<file path="config.mk">
export PLATFORM = sky130hd
export DESIGN_NAME = uart_tx_de
export DESIGN_NICKNAME = d
export VERILOG_FILES = /design/src/rtl/utx_pkg.sv /design/src/rtl/utx_baud_phase.sv /design/src/rtl/utx_bit_seq.sv /design/src/rtl/utx_shifter.sv /design/src/rtl/uart_tx_de.sv
export SDC_FILE = /design/constraint.sdc
export NUM_CORES = 1
export LEC_CHECK = 0
export BUFFER_PORTS_ARGS = -buffer_cell sky130_fd_sc_hd__buf_2
export CAP_MARGIN = 20
export CORE_MARGIN = 2
export CORE_UTILIZATION = 52
export CTS_CLUSTER_SIZE = 8
export DETAILED_ROUTE_END_ITERATION = 6
export PLACE_DENSITY = 0.75
export SETUP_SLACK_MARGIN = 0.5
export SLEW_MARGIN = 20
export SYNTH_ARGS = -nofsm -noshare
export SYNTH_HDL_FRONTEND = slang
export SYNTH_HIERARCHICAL = 1
export SYNTH_SLANG_ARGS = --single-unit
</file>
<file path="constraint.sdc">
create_clock -name clk -period 2.7 [get_ports clk]
set_input_delay 0.54 -clock clk [delete_from_list [all_inputs] [get_ports clk]]
set_output_delay 0.54 -clock clk [all_outputs]
set_load 0.1 [all_outputs]
</file>
<file path="src/rtl/utx_pkg.sv">
package utx_pkg;

    localparam int unsigned DEF_DATA_W = 8;
    localparam int unsigned DEF_OVS    = 8;

    typedef enum logic {
        SEQ_IDLE = 1'b0,
        SEQ_SEND = 1'b1
    } seq_state_e;

    typedef struct packed {
        logic accept;
        logic shift;
        logic frame_end;
    } tx_ctl_t;

    function automatic int unsigned width_of(input int unsigned n);
        return (n > 1) ? $clog2(n) : 1;
    endfunction

endpackage

</file>
<file path="src/rtl/utx_baud_phase.sv">
module utx_baud_phase #(
    parameter int unsigned OVS = utx_pkg::DEF_OVS
) (
    input  logic                              clk,
    input  logic                              rst,
    input  logic                              run,
    input  logic                              restart,
    output logic [utx_pkg::width_of(OVS)-1:0] phase,
    output logic                              tick
);
    localparam int unsigned PH_W = utx_pkg::width_of(OVS);
    localparam logic [PH_W-1:0] PH_LAST = PH_W'(OVS - 1);

    always_ff @(posedge clk) begin
        if (rst || restart) begin
            phase <= '0;
        end else if (run) begin
            phase <= (phase == PH_LAST) ? '0 : phase + 1'b1;
        end else begin
            phase <= '0;
        end
    end

    assign tick = run && (phase == PH_LAST);
endmodule

</file>
<file path="src/rtl/utx_bit_seq.sv">
module utx_bit_seq #(
    parameter int unsigned FRAME_BITS = utx_pkg::DEF_DATA_W + 2
) (
    input  logic clk,
    input  logic rst,
    input  logic start,
    input  logic tick,
    output logic active,
    output logic last_bit
);
    import utx_pkg::*;

    localparam int unsigned CNT_W = width_of(FRAME_BITS);
    localparam logic [CNT_W-1:0] CNT_LAST = CNT_W'(FRAME_BITS - 1);

    seq_state_e       state;
    logic [CNT_W-1:0] bit_idx;

    always_ff @(posedge clk) begin
        if (rst) begin
            state   <= SEQ_IDLE;
            bit_idx <= '0;
        end else if (start) begin
            state   <= SEQ_SEND;
            bit_idx <= '0;
        end else if (state == SEQ_SEND && tick) begin
            if (bit_idx == CNT_LAST) begin
                state   <= SEQ_IDLE;
                bit_idx <= '0;
            end else begin
                bit_idx <= bit_idx + 1'b1;
            end
        end
    end

    assign active   = (state == SEQ_SEND);
    assign last_bit = (bit_idx == CNT_LAST);
endmodule

</file>
<file path="src/rtl/utx_shifter.sv">
module utx_shifter #(
    parameter int unsigned DATA_W = utx_pkg::DEF_DATA_W
) (
    input  logic              clk,
    input  logic              rst,
    input  logic              load,
    input  logic              shift,
    input  logic [DATA_W-1:0] din,
    output logic              sdo
);
    localparam int unsigned FRAME_BITS = DATA_W + 2;

    logic [FRAME_BITS-1:0] sr;

    always_ff @(posedge clk) begin
        if (rst) begin
            sr <= '1;
        end else if (load) begin
            sr <= {1'b1, din, 1'b0};
        end else if (shift) begin
            sr <= {1'b1, sr[FRAME_BITS-1:1]};
        end
    end

    assign sdo = sr[0];
endmodule

</file>
<file path="src/rtl/uart_tx_de.sv">
module uart_tx_de #(
    parameter int unsigned DATA_W = utx_pkg::DEF_DATA_W,
    parameter int unsigned OVS    = utx_pkg::DEF_OVS
) (
    input  logic              clk,
    input  logic              rst,
    input  logic [DATA_W-1:0] tx_data,
    input  logic              send,
    output logic              tx,
    output logic              tx_e,
    output logic              busy
);
    import utx_pkg::*;

    localparam int unsigned FRAME_BITS = DATA_W + 2;
    localparam int unsigned PH_W       = width_of(OVS);

    tx_ctl_t         ctl;
    logic            active;
    logic            last_bit;
    logic            tick;
    logic [PH_W-1:0] phase;

    // Take a new byte when idle, or on the final cycle of a stop bit.
    assign ctl.frame_end = active && last_bit && tick;
    assign ctl.accept    = send && (!active || ctl.frame_end);
    assign ctl.shift     = tick;

    utx_baud_phase #(.OVS(OVS)) u_phase (
        .clk     (clk),
        .rst     (rst),
        .run     (active),
        .restart (ctl.accept),
        .phase   (phase),
        .tick    (tick)
    );

    utx_bit_seq #(.FRAME_BITS(FRAME_BITS)) u_seq (
        .clk      (clk),
        .rst      (rst),
        .start    (ctl.accept),
        .tick     (tick),
        .active   (active),
        .last_bit (last_bit)
    );

    utx_shifter #(.DATA_W(DATA_W)) u_shift (
        .clk   (clk),
        .rst   (rst),
        .load  (ctl.accept),
        .shift (ctl.shift),
        .din   (tx_data),
        .sdo   (tx)
    );

    assign tx_e = active;
    assign busy = active;
endmodule

</file>
**Word level (Yosys, flattened, before mapping)**

Index checks and enable logic that the tools add are counted.

- Output and inout bits: 3
- Logic and storage cells: 29
- Register bits: 17

- Reduce and logical (&&, ||, !) cells: 14
- Eq/ne operators: 2
- Multiplexer cells: 6
- Add/subtract/negate cells: 2
- Bitwise logic cells: 1

Operators with widths:

| kind | number |
|---|---|
| $mux 9 | 2 |
| $reduce_bool 2->1 | 3 |
| $logic_and 1x1->1 | 5 |
| $add 4x1->4 const B | 1 |
| $eq 4x4->1 const B | 1 |
| $mux 4 | 1 |
| $add 3x1->3 const B | 1 |
| $eq 3x3->1 const B | 1 |
| $mux 1 | 3 |
| $reduce_or 3->1 | 1 |
| $logic_or 1x1->1 | 2 |
| $reduce_and 2->1 | 1 |
| $reduce_or 2->1 | 1 |
| $logic_not 1->1 | 1 |
| $not 1->1 | 1 |

**Longest topological paths before layout**

- Word-level depth: 7
- Mapped depth: 8
- Mapped depth without buffers: 7

**Hierarchy**

Netlist, hierarchy kept.

By module, submodules not included:

| module | cells each | area each (um^2) | instances | sequential area each (um^2) |
|---|---|---|---|---|
| utx_shifter | 39 | 401.6 | 1 | 180.2 |
| utx_bit_seq | 24 | 241.5 | 1 | 100.1 |
| utx_baud_phase | 10 | 140.1 | 1 | 60.1 |
| uart_tx_de | 3 | 18.8 | 1 | 0.0 |

**Least setup slack after synthesis**

OpenSTA, ideal clock, no wires.

- Path kind: flip-flop to flip-flop
- Start: reg u_seq.state (netlist: u_seq/active)
- End: reg u_shift.sr[6]
- Period minus slack after synthesis: 2.604 ns
- Setup time: 0.128 ns
- Setup slack: 0.096 ns
- Arrival: 2.476 ns
- Stages on the path, launching flop included: 7
- Data required time: 2.572 ns
- Cells stage by stage: dfxtp_1 -> and2_2 -> nand2_1 -> a21boi_1 -> buf_2 -> nor3b_1 -> a21oi_1

RTL lines:

| element | line | source |
|---|---|---|
| start: declaration | utx_bit_seq.sv:16 | `seq_state_e state;` |
| start signal: assignment | utx_bit_seq.sv:21 | `state <= SEQ_IDLE;` |
| start signal: assignment | utx_bit_seq.sv:24 | `state <= SEQ_SEND;` |
| start signal: assignment | utx_bit_seq.sv:28 | `state <= SEQ_IDLE;` |
| end signal: assignment | utx_shifter.sv:19 | `sr <= {1'b1, din, 1'b0};` |
| end signal: assignment | utx_shifter.sv:21 | `sr <= {1'b1, sr[FRAME_BITS-1:1]};` |
| end: declaration | utx_shifter.sv:13 | `logic [FRAME_BITS-1:0] sr;` |

==> results by group <==
Status
  • Status: complete, no violations

Hold path
  • Hold path startpoint: tx_data[4]
  • Hold EP: u_shift/sr[5]
  • Worst hold path class: in2reg
  • Worst Hold Depth: 3

Die
  • Die area: 1870 um2
  • Row Count: 14
  • IO Pins: 14
  • Core Region: 1470 um2
  • Initial Util: 54.5%
  • Die Ht: 43.3 um
  • Die width: 43.3 um

Logic synthesis
  • Compound-gate portion of the synthesized area: 12.6%
  • Synthesized-area fraction occupied by adder cells: 3.12%
  • FF+latch count, synth: 17
  • Synth area leaders: dfxtp_1, mux2i_1, nor3b_1, a21oi_1, ha_1
  • EDFF count, synth: 0
  • Share of the synthesized area in the top cell type: 42.4%
  • Mux cell area share after synthesis: 9.98%
  • Syn Inst Count: 76
  • Post-Synth XOR/XNOR Area: 2.18%
  • Post-Syn Area: 802 um2
  • Async SR Flop Fraction: 0%
  • Average cell area after synthesis: 10.6 um2
  • Main synth FF type: dfxtp_1
  • Synth warnings: 6
  • Synth Net Count: 89
  • Largest family of logic cells by synthesized area: simple AND/OR/NAND/NOR gates
  • Yosys top cell by area: dfxtp_1
  • Sequential area share after synthesis: 42.4%
  • Unique masters post-synth: 27
  • Simple-gate share of the synthesized area: 26.1%

Route
  • Vias per inst: 5.58
  • Routed WL per cell: 13.3 um
  • Initial drt markers: 8
  • Antenna-violating nets left: 0
  • Via count: 597
  • TritonRoute pass-1 iters: 4
  • Drt drc: 0
  • Total wire length: 1420 um

Timing
  • Tcrit/Tclk final: 72.6%
  • Setup TNS: 0 ns
  • Final hold violation count: 0
  • Pins Over Slew Limit: 0
  • Setup repair after global routing missed its margin: no
  • Final min period: 1.96 ns
  • FMAX: 510 MHz
  • Worst slew pin tran: 0.484 ns
  • Post-Route Skew: 0.0103 ns
  • Relative slew slack: 68.0%
  • Final setup fails: 0

Critical path
  • Critical path's slowest cell: and2_2
  • Critical path launch point type: flop
  • Reg-to-Reg End: u_shift/sr[4]
  • R2R depth: 8
  • CP arrival: 2.12 ns
  • WP depth: 8
  • R2R Setup Slk: 0.74 ns
  • Critical path, cell by cell: ha_1 -> ha_1 -> and2_2 -> nand2_1 -> a21boi_2 -> buf_4 -> nor3b_1 -> a21oi_1
  • Family with the most delay on the worst path: simple AND/OR/NAND/NOR gates
  • Critical Path Max Stage Delay: 0.39 ns
  • CP Class: reg2reg
  • Worst path required time: 2.86 ns
  • Worst flop-to-flop path startpoint: u_phase/phase[0]
  • Worst Path Buf+Inv: 1
  • Most used cell, CP: ha_1
  • Worst-path fanout max: 14
  • Critical Path End Type: flop

Pwr
  • Worst vdd ir: 0.351 mV
  • Internal: 0.000346 W
  • Combinational share of power: 15.9%
  • Leakage: 0.342 nW
  • Clock Power Share: 27.7%
  • Net switching power figure: 0.000134 W
  • Register share of total power: 56.4%
  • PD cells: 530 nW/um2
  • Switching part of the total: 27.9%

Clock tree
  • Max Root-Sink Buffers: 2
  • CTS root buffer: clkbuf_4
  • Resized cells post-CTS: 0
  • Clk slew on worst S/H paths: 0.10 ns
  • Setup bufs post-CTS: 0
  • Hold_buf cts: 0
  • Clk_lat worst skew: 0.29 ns
  • Htree depth: 1
  • TritonCTS clock tree: yes
  • Cts bufs inserted: 3
  • CTS sink cnt: 17

Placed design
  • Inst Count DP: 103
  • Placed inst area: 878 um2
  • Gpl congestion: 0.738
  • I/O Buffers: 13
  • Placed wire-length estimate: 1000 um

Global route
  • Remaining global-route overflow: 0
  • GRT Total Usage: 17.9%
  • Vias in the first global route: 591
  • Largest net degree at the start of global routing: 17
  • First-pass GRT wire length: 2500 um
  • Initial antenna violation count: 0

Flow run
  • Max cap viols: 0

Cells and area
  • Synth-to-layout area growth: 12.8%
  • Post-layout util: 61.5%
  • Fraction of layout cells with a size suffix above 1: 33.0%
  • N_diodes: 0
  • Fin cells: 107
  • Most frequent cells in the layout: dfxtp_1, buf_2, mux2i_1
  • Final non-filler cell area: 905 um2
  • Nets: 105
  • Leading cell type in the layout, fill and taps excluded: dfxtp_1
power by group through the flow:
stage / logic (W) / clock network, W / registers (W)
final: 0.0000763 / 0.000133 / 0.000270
after global routing: 0.0000813 / 0.000148 / 0.000272
after CTS: 0.0000765 / 0.000139 / 0.000270
after detailed placement: 0.0000763 / 0 / 0.000276
after global placement: 0.0000749 / 0 / 0.000276
after floorplan: 0.0000401 / 0 / 0.000292
worst reg2reg max path, cell delays in order, from the launching register on:
cell      delay [ns]
dfxtp_1         0.35
ha_1            0.16
ha_1            0.21
and2_2          0.39
nand2_1         0.12
a21boi_2        0.16
buf_4           0.19
nor3b_1         0.20
a21oi_1         0.06
how the worst max path moves through the flow:
stage | slack (ns) | end | from
after CTS | 0.73 | u_phase/phase[2] | u_phase/phase[0]
after global placement | 0.82 | u_shift/sr[5] | u_phase/phase[0]
final | 0.74 | u_shift/sr[4] | u_phase/phase[0]
after global routing | 0.54 | u_shift/sr[6] | u_phase/phase[0]
after floorplan | 0.68 | u_shift/sr[6] | u_seq/active
after detailed placement | 0.76 | u_phase/phase[2] | u_phase/phase[0]
per-layer routing:
layer  vias up  part of all wire [%]  global-route usage, %
li1        305                     -                      -
met1       276                    51                   21.7
met2        14                    43                   27.2
met3         2                   5.2                   8.51
met4         0                  0.63                   7.27
met5         -                     0                      0
per-stage QoR:
stage	hold slack (ns)	total power (W)	setup WS (ns)
final	0.490	0.000479	0.741
after global routing	0.493	0.000501	0.538
after CTS	0.490	0.000486	0.732
after detailed placement	0.525	0.000353	0.760
after global placement	0.504	0.000351	0.824
after floorplan	0.478	0.000332	0.682
synthesized netlist by cell type, types with 3 or more instances:
cell,n
and2_2,3
mux2i_1,8
nand2_1,4
dfxtp_1,17
nor3_1,3
a21oi_1,7
nor2b_1,3
nor3b_1,7
layout make-up:
type | count | area, um2
clock buffer | 4 | 26.3
fill | 122 | 567
timing repair buffer | 15 | 80.1
multi-input combinational | 55 | 437
tap | 16 | 20.0
sequential | 17 | 342
logic make-up (layout without fill, tap and decap cells):
kind of cell,count (synthesis),after routing
buf+inv,4,19
simple gates,28,28
flops,17,17
xor+xnor,2,2
compound gates,15,15
fa+ha+maj,2,2
mux,8,8
sequential cells by signal (all words and copies together) (netlist names):
register	cells
u_shift/sr	9
u_seq/bit_idx	4
u_phase/phase	3
u_seq/active	1
Note: power is estimated with default switching activity, not from simulation.
